<file path="src/rtl/page_rights_pkg.sv">
package page_rights_pkg;

  typedef enum logic [1:0] {
    ACC_READ  = 2'd0,
    ACC_WRITE = 2'd1,
    ACC_FETCH = 2'd2
  } accKind_e;

  typedef enum logic [1:0] {
    PM_LEGACY = 2'd0,
    PM_PAE    = 2'd1,
    PM_LONG   = 2'd2
  } pageMode_e;

  // control-to-datapath strobes
  typedef struct packed {
    logic clearAcc;
    logic takeEntry;
    logic finish;
  } walkStrobe_t;

  localparam int PRESENT_BIT = 0;
  localparam int WRITE_BIT   = 1;
  localparam int USER_BIT    = 2;

  localparam int ERR_P     = 0;
  localparam int ERR_WR    = 1;
  localparam int ERR_US    = 2;
  localparam int ERR_RSVD  = 3;
  localparam int ERR_FETCH = 4;
  localparam int ERR_USED  = 5;

  localparam int PF_VECTOR = 14;

endpackage

</file>
<file path="src/rtl/page_rights_ctrl.sv">
module page_rights_ctrl
  import page_rights_pkg::*;
(
  input  logic        clk,
  input  logic        rstN,
  input  logic        walkStart,
  input  logic        entryValid,
  input  logic        entryLast,
  input  logic        entryBad,
  output walkStrobe_t strobe
);

  typedef enum logic {ST_IDLE, ST_WALK} walkState_e;
  walkState_e state, stateNext;

  always_comb begin
    strobe          = '0;
    stateNext       = state;
    strobe.clearAcc = walkStart;
    if (walkStart) begin
      stateNext = ST_WALK;
    end else if (state == ST_WALK && entryValid) begin
      strobe.takeEntry = 1'b1;
      if (entryBad || entryLast) begin
        strobe.finish = 1'b1;
        stateNext     = ST_IDLE;
      end
    end
  end

  always_ff @(posedge clk) begin
    if (!rstN) state <= ST_IDLE;
    else       state <= stateNext;
  end

  // an invalid entry from the datapath must close the walk
  p_bad_entry_ends_r3: assert property (@(posedge clk) disable iff (!rstN)
    (state == ST_WALK && entryValid && entryBad && !walkStart) |=> state == ST_IDLE);

  // a start always opens a walk
  p_start_opens_r2: assert property (@(posedge clk) disable iff (!rstN)
    walkStart |=> state == ST_WALK);

endmodule

</file>
<file path="src/rtl/page_rights_datapath.sv">
module page_rights_datapath
  import page_rights_pkg::*;
#(
  parameter int ENTRY_W = 64,
  parameter int RSVD_LO = 52,
  parameter int RSVD_HI = 62,
  parameter int XD_BIT  = 63,
  parameter int ERR_W   = 16,
  parameter int VEC_W   = 8
) (
  input  logic               clk,
  input  logic               rstN,
  input  walkStrobe_t        strobe,
  input  logic [1:0]         accKind,
  input  logic               userMode,
  input  logic [1:0]         pageMode,
  input  logic               nxEnable,
  input  logic [ENTRY_W-1:0] entryData,
  output logic               entryBad,
  output logic               resultValid,
  output logic               faultValid,
  output logic [VEC_W-1:0]   faultVector,
  output logic [ERR_W-1:0]   faultCode
);

  function automatic logic [ENTRY_W-1:0] buildRsvdMask();
    logic [ENTRY_W-1:0] m;
    m = '0;
    for (int b = RSVD_LO; b <= RSVD_HI; b++) m[b] = 1'b1;
    return m;
  endfunction

  localparam logic [ENTRY_W-1:0] RSVD_MASK = buildRsvdMask();
  localparam logic [VEC_W-1:0]   VEC_PF    = VEC_W'(PF_VECTOR);

  accKind_e  kindQ;
  pageMode_e modeQ;
  logic      userQ, nxQ;
  logic      allW, allU, anyXd;

  logic xdActive, entPresent, rsvdHit, entXd;
  logic mergedW, mergedU, mergedXd, permit, deny;
  logic [ERR_W-1:0] codeNext;

  always_comb begin
    xdActive   = nxQ && (modeQ != PM_LEGACY);
    entPresent = entryData[PRESENT_BIT];
    rsvdHit    = (modeQ != PM_LEGACY) && |(entryData & RSVD_MASK);
    entXd      = xdActive && entryData[XD_BIT];
    entryBad   = !entPresent || rsvdHit;

    mergedW  = allW && entryData[WRITE_BIT];
    mergedU  = allU && entryData[USER_BIT];
    mergedXd = anyXd || entXd;

    unique case (kindQ)
      ACC_WRITE: permit = !userQ || (mergedU && mergedW);
      ACC_FETCH: permit = (!userQ || mergedU) && !mergedXd;
      default:   permit = !userQ || mergedU;
    endcase
    deny = entryBad || !permit;

    codeNext            = '0;
    codeNext[ERR_P]     = entPresent;
    codeNext[ERR_WR]    = (kindQ == ACC_WRITE);
    codeNext[ERR_US]    = userQ;
    codeNext[ERR_RSVD]  = entPresent && rsvdHit;
    codeNext[ERR_FETCH] = (kindQ == ACC_FETCH) && xdActive;
  end

  always_ff @(posedge clk) begin
    if (!rstN) begin
      kindQ       <= ACC_READ;
      modeQ       <= PM_LEGACY;
      userQ       <= 1'b0;
      nxQ         <= 1'b0;
      allW        <= 1'b1;
      allU        <= 1'b1;
      anyXd       <= 1'b0;
      resultValid <= 1'b0;
      faultValid  <= 1'b0;
      faultVector <= '0;
      faultCode   <= '0;
    end else begin
      if (strobe.clearAcc) begin
        kindQ <= accKind_e'(accKind);
        modeQ <= pageMode_e'(pageMode);
        userQ <= userMode;
        nxQ   <= nxEnable;
        allW  <= 1'b1;
        allU  <= 1'b1;
        anyXd <= 1'b0;
      end else if (strobe.takeEntry) begin
        allW  <= mergedW;
        allU  <= mergedU;
        anyXd <= mergedXd;
      end
      resultValid <= strobe.finish;
      faultValid  <= strobe.finish && deny;
      faultVector <= (strobe.finish && deny) ? VEC_PF : '0;
      faultCode   <= (strobe.finish && deny) ? codeNext : '0;
    end
  end

  p_fault_has_result_r5: assert property (@(posedge clk) disable iff (!rstN)
    faultValid |-> resultValid);

  p_result_pulse_r5: assert property (@(posedge clk) disable iff (!rstN)
    resultValid |=> !resultValid);

  p_vector_r5: assert property (@(posedge clk) disable iff (!rstN)
    faultValid |-> faultVector == VEC_PF);

  p_quiet_code_r10: assert property (@(posedge clk) disable iff (!rstN)
    !faultValid |-> (faultCode == '0 && faultVector == '0));

  p_upper_zero_r10: assert property (@(posedge clk) disable iff (!rstN)
    faultCode[ERR_W-1:ERR_USED] == '0);

  // supervisor data accesses only fault on invalid translations
  p_super_invalid_only_r6: assert property (@(posedge clk) disable iff (!rstN)
    (faultValid && !faultCode[ERR_US] && !faultCode[ERR_FETCH])
      |-> (!faultCode[ERR_P] || faultCode[ERR_RSVD]));

  p_nonpresent_no_rsvd_r4: assert property (@(posedge clk) disable iff (!rstN)
    (faultValid && !faultCode[ERR_P]) |-> !faultCode[ERR_RSVD]);

  initial begin
    a_params_r4: assert (RSVD_LO <= RSVD_HI && RSVD_HI < ENTRY_W && XD_BIT < ENTRY_W
                         && ERR_W > ERR_USED && VEC_W >= 4);
  end

endmodule

</file>
<file path="src/rtl/page_rights_check.sv">
module page_rights_check
  import page_rights_pkg::*;
#(
  parameter int ENTRY_W = 64,
  parameter int RSVD_LO = 52,
  parameter int RSVD_HI = 62,
  parameter int XD_BIT  = 63,
  parameter int ERR_W   = 16,
  parameter int VEC_W   = 8
) (
  input  logic               clk,
  input  logic               rstN,
  input  logic               walkStart,
  input  logic [1:0]         accKind,
  input  logic               userMode,
  input  logic [1:0]         pageMode,
  input  logic               nxEnable,
  input  logic               entryValid,
  input  logic               entryLast,
  input  logic [ENTRY_W-1:0] entryData,
  output logic               resultValid,
  output logic               faultValid,
  output logic [VEC_W-1:0]   faultVector,
  output logic [ERR_W-1:0]   faultCode
);

  walkStrobe_t strobe;
  logic        entryBad;

  page_rights_ctrl u_ctrl (
    .clk        (clk),
    .rstN       (rstN),
    .walkStart  (walkStart),
    .entryValid (entryValid),
    .entryLast  (entryLast),
    .entryBad   (entryBad),
    .strobe     (strobe)
  );

  page_rights_datapath #(
    .ENTRY_W (ENTRY_W),
    .RSVD_LO (RSVD_LO),
    .RSVD_HI (RSVD_HI),
    .XD_BIT  (XD_BIT),
    .ERR_W   (ERR_W),
    .VEC_W   (VEC_W)
  ) u_datapath (
    .clk         (clk),
    .rstN        (rstN),
    .strobe      (strobe),
    .accKind     (accKind),
    .userMode    (userMode),
    .pageMode    (pageMode),
    .nxEnable    (nxEnable),
    .entryData   (entryData),
    .entryBad    (entryBad),
    .resultValid (resultValid),
    .faultValid  (faultValid),
    .faultVector (faultVector),
    .faultCode   (faultCode)
  );

endmodule

</file>
<file path="config.mk">
export PLATFORM = sky130hd
export DESIGN_NAME = page_rights_check
export DESIGN_NICKNAME = d
export VERILOG_FILES = /design/src/rtl/page_rights_pkg.sv /design/src/rtl/page_rights_ctrl.sv /design/src/rtl/page_rights_datapath.sv /design/src/rtl/page_rights_check.sv
export SDC_FILE = /design/constraint.sdc
export NUM_CORES = 1
export LEC_CHECK = 0
export ABC_CLOCK_PERIOD_IN_PS = 3800
export BUFFER_PORTS_ARGS = -buffer_cell sky130_fd_sc_hd__clkbuf_2
export CAP_MARGIN = 20
export CORE_MARGIN = 8
export CORE_UTILIZATION = 35
export CTS_CLUSTER_DIAMETER = 50
export DETAILED_ROUTE_END_ITERATION = 8
export PLACE_DENSITY = 0.93
export SYNTH_ARGS = -nofsm -noshare
export SYNTH_HDL_FRONTEND = slang
export SYNTH_HIERARCHICAL = 1
export SYNTH_SLANG_ARGS = --single-unit
</file>
<file path="constraint.sdc">
create_clock -name clk -period 3.8 [get_ports clk]
set_input_delay 0 -clock clk [delete_from_list [all_inputs] [get_ports clk]]
set_output_delay 0 -clock clk [all_outputs]
set_load 0.02 [all_outputs]
</file>
### After elaboration in Yosys (flattened, before gate mapping)

Cells that the tools add are included.

| word-level totals | value |
|---|---|
| ROM bits | 0 |
| input port bits | 75 |
| word-level logic and storage cells | 52 |
| flip-flop bits (word level) | 36 |
| memories kept | 0 |
| RAM bits | 0 |
| latch bits | 0 |

| operators by class | value |
|---|---|
| order comparisons | 0 |
| mux-type cells | 8 |
| div/mod/pow operators | 0 |
| $mul | 0 |
| reduce and logical (&&, ||, !) cells | 28 |
| equal/unequal tests | 2 |
| shift operators | 0 |
| add/subtract/negate cells | 0 |
| bitwise gates (word level) | 1 |

Operators by type and width:

| kind | number |
|---|---|
| 1-bit logical AND | 11 |
| 11-bit OR reduction | 1 |
| 1-bit logical OR | 6 |
| 2-bit nonzero test | 3 |
| 1-bit logical NOT | 4 |
| 1-bit 2-to-1 mux | 4 |
| 2-bit 2-to-1 mux | 2 |
| 4-bit 2-to-1 mux | 1 |
| 2-bit AND reduction | 2 |
| 2-bit by 1-bit equality test with 1-bit output, second input constant | 1 |
| 2-bit equality test, second input constant | 1 |
| 1-bit one-hot mux with 2 select lines | 1 |
| 2-bit OR reduction | 1 |
| 1-bit NOT | 1 |

### Longest topological paths before layout

| logic depth | value |
|---|---|
| word-level depth | 11 |
| gate-level depth with buffers | 8 |
| mapped depth without buffers | 8 |

### By module

Netlist, hierarchy kept.

Modules (own cells, without submodules):

| module | instances | cells each | area an instance (µm²) |
|---|---|---|---|
| page_rights_datapath | 1 | 83 | 794.5 |
| page_rights_ctrl | 1 | 7 | 80.1 |

### Least setup slack after synthesis

Ideal clock, no wire load.

| timing | value |
|---|---|
| path kind | register to register |
| start point | reg u_datapath.kindQ[0] |
| end point | reg u_datapath.faultCode[1] |
| clock period less this slack | 1447 ps |
| data arrival time | 1306 ps |
| library setup time | 141 ps |
| data required time | 3659 ps |
| path buffers | 0 |
| stages on the path, launching flop included | 7 |
| path slack | 2353 ps |
| path through | dfxtp_1 inv_1 ha_1 nor2b_1 a221oi_2 a2111oi_2 nor3b_1 |

| between the ends | value |
|---|---|
| word-level cells in the longest chain between the ends | 6 |

Ends and longest elaborated chain:

| what | line | source |
|---|---|---|
| start, declared | page_rights_datapath.sv:36 | `accKind_e kindQ;` |
| start signal, assigned | page_rights_datapath.sv:86 | `kindQ <= accKind_e'(accKind);` |
| 2-bit equality test or 2-bit by 1-bit equality test with 1-bit output (tied branches) | page_rights_datapath.sv:56, page_rights_datapath.sv:65 |  |
| 1-bit one-hot mux with 2 select lines | page_rights_datapath.sv:56 | `unique case (kindQ)` |
| 1-bit logical NOT | page_rights_datapath.sv:61 | `deny = entryBad \|\| !permit;` |
| 1-bit logical OR | page_rights_datapath.sv:61 |  |
| 1-bit logical AND | page_rights_datapath.sv:101 | `faultCode <= (strobe.finish && deny) ? codeNext : '0;` |
| 2-bit AND reduction (no line) | -- |  |
| end signal, assigned | page_rights_datapath.sv:101 |  |
| end, declared | page_rights_datapath.sv:23 | `output logic [ERR_W-1:0] faultCode` |

Several ways; a longest one is shown, not always the timed one.
A chain may end at the register's enable or synchronous reset.

### Worst setup path after layout

| timing | value |
|---|---|
| start point | reg u_datapath.kindQ[1] |
| end point | reg u_datapath.faultCode[1] |

Same word-level chain as after synthesis.

==> impl_metrics.yaml <==
logic_synthesis:
  yosysWarnings: 6
  synth_area_um2: 875
  synth-seq-cells: 17
  synth_area_leaders: "dfxtp_1, buf_4, mux2i_1, nor2b_1, ha_1"
  synth_area_per_cell_um2: 9.72
  yosysTopAreaCellShare_pct: 38.9
  netlist-cell-type-count: 27
  synth-seq-area-share_pct: 38.9
  yosysTopAreaCell: "dfxtp_1"
  syn_inst: 90
sta:
  tightest_slew_ns: 0.533
  fmax_ghz: 0.611
  slew_headroom_pct: 64.4
  min_period_ns: 1.64
  tns_ns: 0
  min_period_over_period_pct: 43.1
  drv_slew: 0
  fin_skew_ns: 0.000784
  setup_ws_ns: 2.16
  hold_viol: 0
  finalSetupViolCount: 0
  rsz0062_at_grt: "false"
clock_network:
  post_cts_resized: 0
  root_buffer: "clkbuf_4"
  clkSlewWorstSetupHoldPaths_ns: 0.09
  postCtsHoldBufs: 9
  clock_latency_ns: 0.29
  clk_path_buf_depth: 2
  post_cts_buffers: 0
  tritoncts: "yes"
  cts.htree.levels: 1
  clock-sinks: 17
  cts_inserted_buffers: 3
worst_hold_path:
  holdCritPathClass: "in -> reg"
  hold_end: "u_ctrl/state"
  hold_start: "rstN"
  whs_path_depth: 2
place:
  pre_cts_slack_ns: 2.18
  port_buffers: 35
  gp_congestion: 0.755
  dp_cells: 149
  place_hpwl_um: 1640
  dpl_cell_area_um2: 990
critical_path:
  cp-start-kind: "flip-flop"
  reg2reg_depth: 5
  cp_max_fo: 5
  cp_num_buf_inv: 0
  cp-end-kind: "flip-flop"
  crit_family: "compound AO/OA/AOI/OAI gates"
  rr_startpoint: "u_datapath/kindQ[1]"
  arrival_ns: 1.80
  reg2reg_to: "u_datapath/faultCode[1]"
  crit_chain: "ha_1 > nor2b_1 > a221oi_2 > a2111oi_2 > nor3b_1"
  required_ns: 3.96
  worst_path_max_delay_cell: "a2111oi_2"
  r2r_slack_ns: 2.16
  crit_path_max_incr_delay_ns: 0.56
  criticalPathCategory: "reg -> reg"
power_and_ir_drop:
  vdd_drop_max_uv: 173
  switchingPower_w: 0.0000962
  comb_power_share_pct: 19.4
  power_density_mw_per_mm2: 316
  swShare_pct: 27.5
  p_leak_nw: 0.539
  clkPwrFrac_pct: 27.1
  p_int_w: 0.000254
  sequentialPowerShare_pct: 53.5
grt:
  grt_util_all_layers_pct: 9.17
  antenna_found_initial: 0
  grt_pass1_wl_um: 3090
  grt_pass1_vias: 698
  grt_max_degree: 11
  grt_overflow: 0
job:
  max_cap_violations: 0
floorplan:
  std_cell_rows: 18
  coreArea_mm2: 0.00243
  ioPinCount: 101
  die_x_um: 66.0
  fp.dieH_um: 66.0
  initial_core_util_pct: 36.0
  die_area_mm2: 0.00435
drt:
  vias: 698
  drt-initial-drc-count: 3
  antenna_left: 0
  first_pass_iters: 2
  drc: 0
  wirelength_um: 1980
  vias_per_cell: 4.31
  wire_per_inst_um: 12.2
layout:
  finalInstanceArea_mm2: 0.00111
  syn_to_final_growth_pct: 26.5
  stdcell_count: 162
  layout.nets: 210
  drive_above_1_share_pct: 34.1
  fillers: 259
  antenna_cells: 0
status:
  status: "complete, no violations"
-- final cells by class --
type	count	area [µm²]	area share (%)
flip-flops and latches	17	340	30.8
multi-input cells	62	418	37.8
inverters	5	18.8	1.70
clock buffers	4	26.3	2.38
repair buffers	44	265	24.0
well taps	30	37.5	3.39
-- worst max-delay path by stage --
stage	startpoint	endpoint	slack, ns	cells past startpoint
floorplan	u_datapath/kindQ[0]	u_datapath/faultCode[1]	2.35	6
global placement	u_datapath/kindQ[0]	u_datapath/faultCode[1]	2.24	6
detailed placement	u_datapath/kindQ[0]	u_datapath/faultCode[1]	2.18	6
CTS	u_datapath/kindQ[1]	u_datapath/faultCode[1]	2.16	5
global route	u_datapath/kindQ[1]	u_datapath/faultCode[1]	2.00	5
finish	u_datapath/kindQ[1]	u_datapath/faultCode[1]	2.16	5
-- Yosys cell counts --
library cell and n:
a2111oi_2 1, a21bo_1 1, a221oi_2 1, a31oi_1 1, and3_1 1, and3b_2 1
buf_4 20, clkbuf_1 1, conb_1 1, dfxtp_1 17, ha_1 2, inv_1 5
mux2i_1 6, nand2_1 5, nand2b_1 2, nor2_1 3, nor2_4 1, nor2b_1 8
nor2b_4 1, nor3_1 2, nor3b_1 2, nor4_1 1, nor4_2 2, o211ai_1 1
o21a_1 1, o21ai_0 2, o221a_1 1
-- state kept, by name, summed over array words and instances, names as in the netlist --
name	count
u_datapath/nxQ	1
u_datapath/allU	1
u_datapath/allW	1
u_datapath/resultValid	1
u_datapath/userQ	1
u_datapath/modeQ	2
u_datapath/faultCode	5
u_ctrl/state	1
u_datapath/kindQ	2
u_datapath/faultVector	1
u_datapath/anyXd	1
-- cells by family after synthesis --
kind of cell | share of synthesized area [%]
and+or+nand+nor | 21.7
buffers and inverters | 19.7
DFF | 38.9
AOI/OAI and AO/OA | 9.44
muxes | 6.87
adders and majority gates | 2.86
other | 0.429
-- layer usage --
metal | global-route usage [%] | up-vias | share of wire [%]
li1 | - | 352 | -
met1 | 9.87 | 309 | 37
met2 | 14.5 | 32 | 48
met3 | 5.59 | 5 | 14
met4 | 3.20 | 0 | 0.86
met5 | 0 | - | 0
-- power by group through the flow --
stage,Sequential (W),Combinational (W),Clock [W]
after global placement,0.000191,0.0000581,0
after floorplan,0.000191,0.0000527,0
after CTS,0.000187,0.0000675,0.0000995
final,0.000187,0.0000678,0.0000948
after global routing,0.000188,0.0000744,0.000106
after detailed placement,0.000191,0.0000599,0
-- per-stage QoR --
| step | power (W) | util, % | hold WS, ns |
|---|---|---|---|
| final | 0.000350 | 45.5 | 0.0432 |
| after global routing | 0.000369 | 45.5 | 0.0523 |
| after CTS | 0.000355 | 45.5 | 0.0360 |
| after detailed placement | 0.000251 | 40.7 | 0.250 |
| after global placement | 0.000249 | 40.7 | 0.242 |
| after floorplan | 0.000244 | - | 0.128 |
-- layout by cell type, fill, tap and decap left out, types with 2 or more instances in the layout --
master / synthesis / layout
dlygate4sd3_1: 0 / 9
dfxtp_1: 17 / 17
o21ai_0: 2 / 2
clkbuf_2: 0 / 35
clkbuf_4: 0 / 3
ha_1: 2 / 2
nor2b_1: 8 / 8
nand2b_1: 2 / 2
nor3b_1: 2 / 2
nor4_2: 2 / 2
nand2_1: 5 / 5
conb_1: 1 / 16
nor2_1: 3 / 3
nor3_1: 2 / 2
inv_1: 5 / 5
mux2i_1: 6 / 6
(Power assumes the default switching activity.)
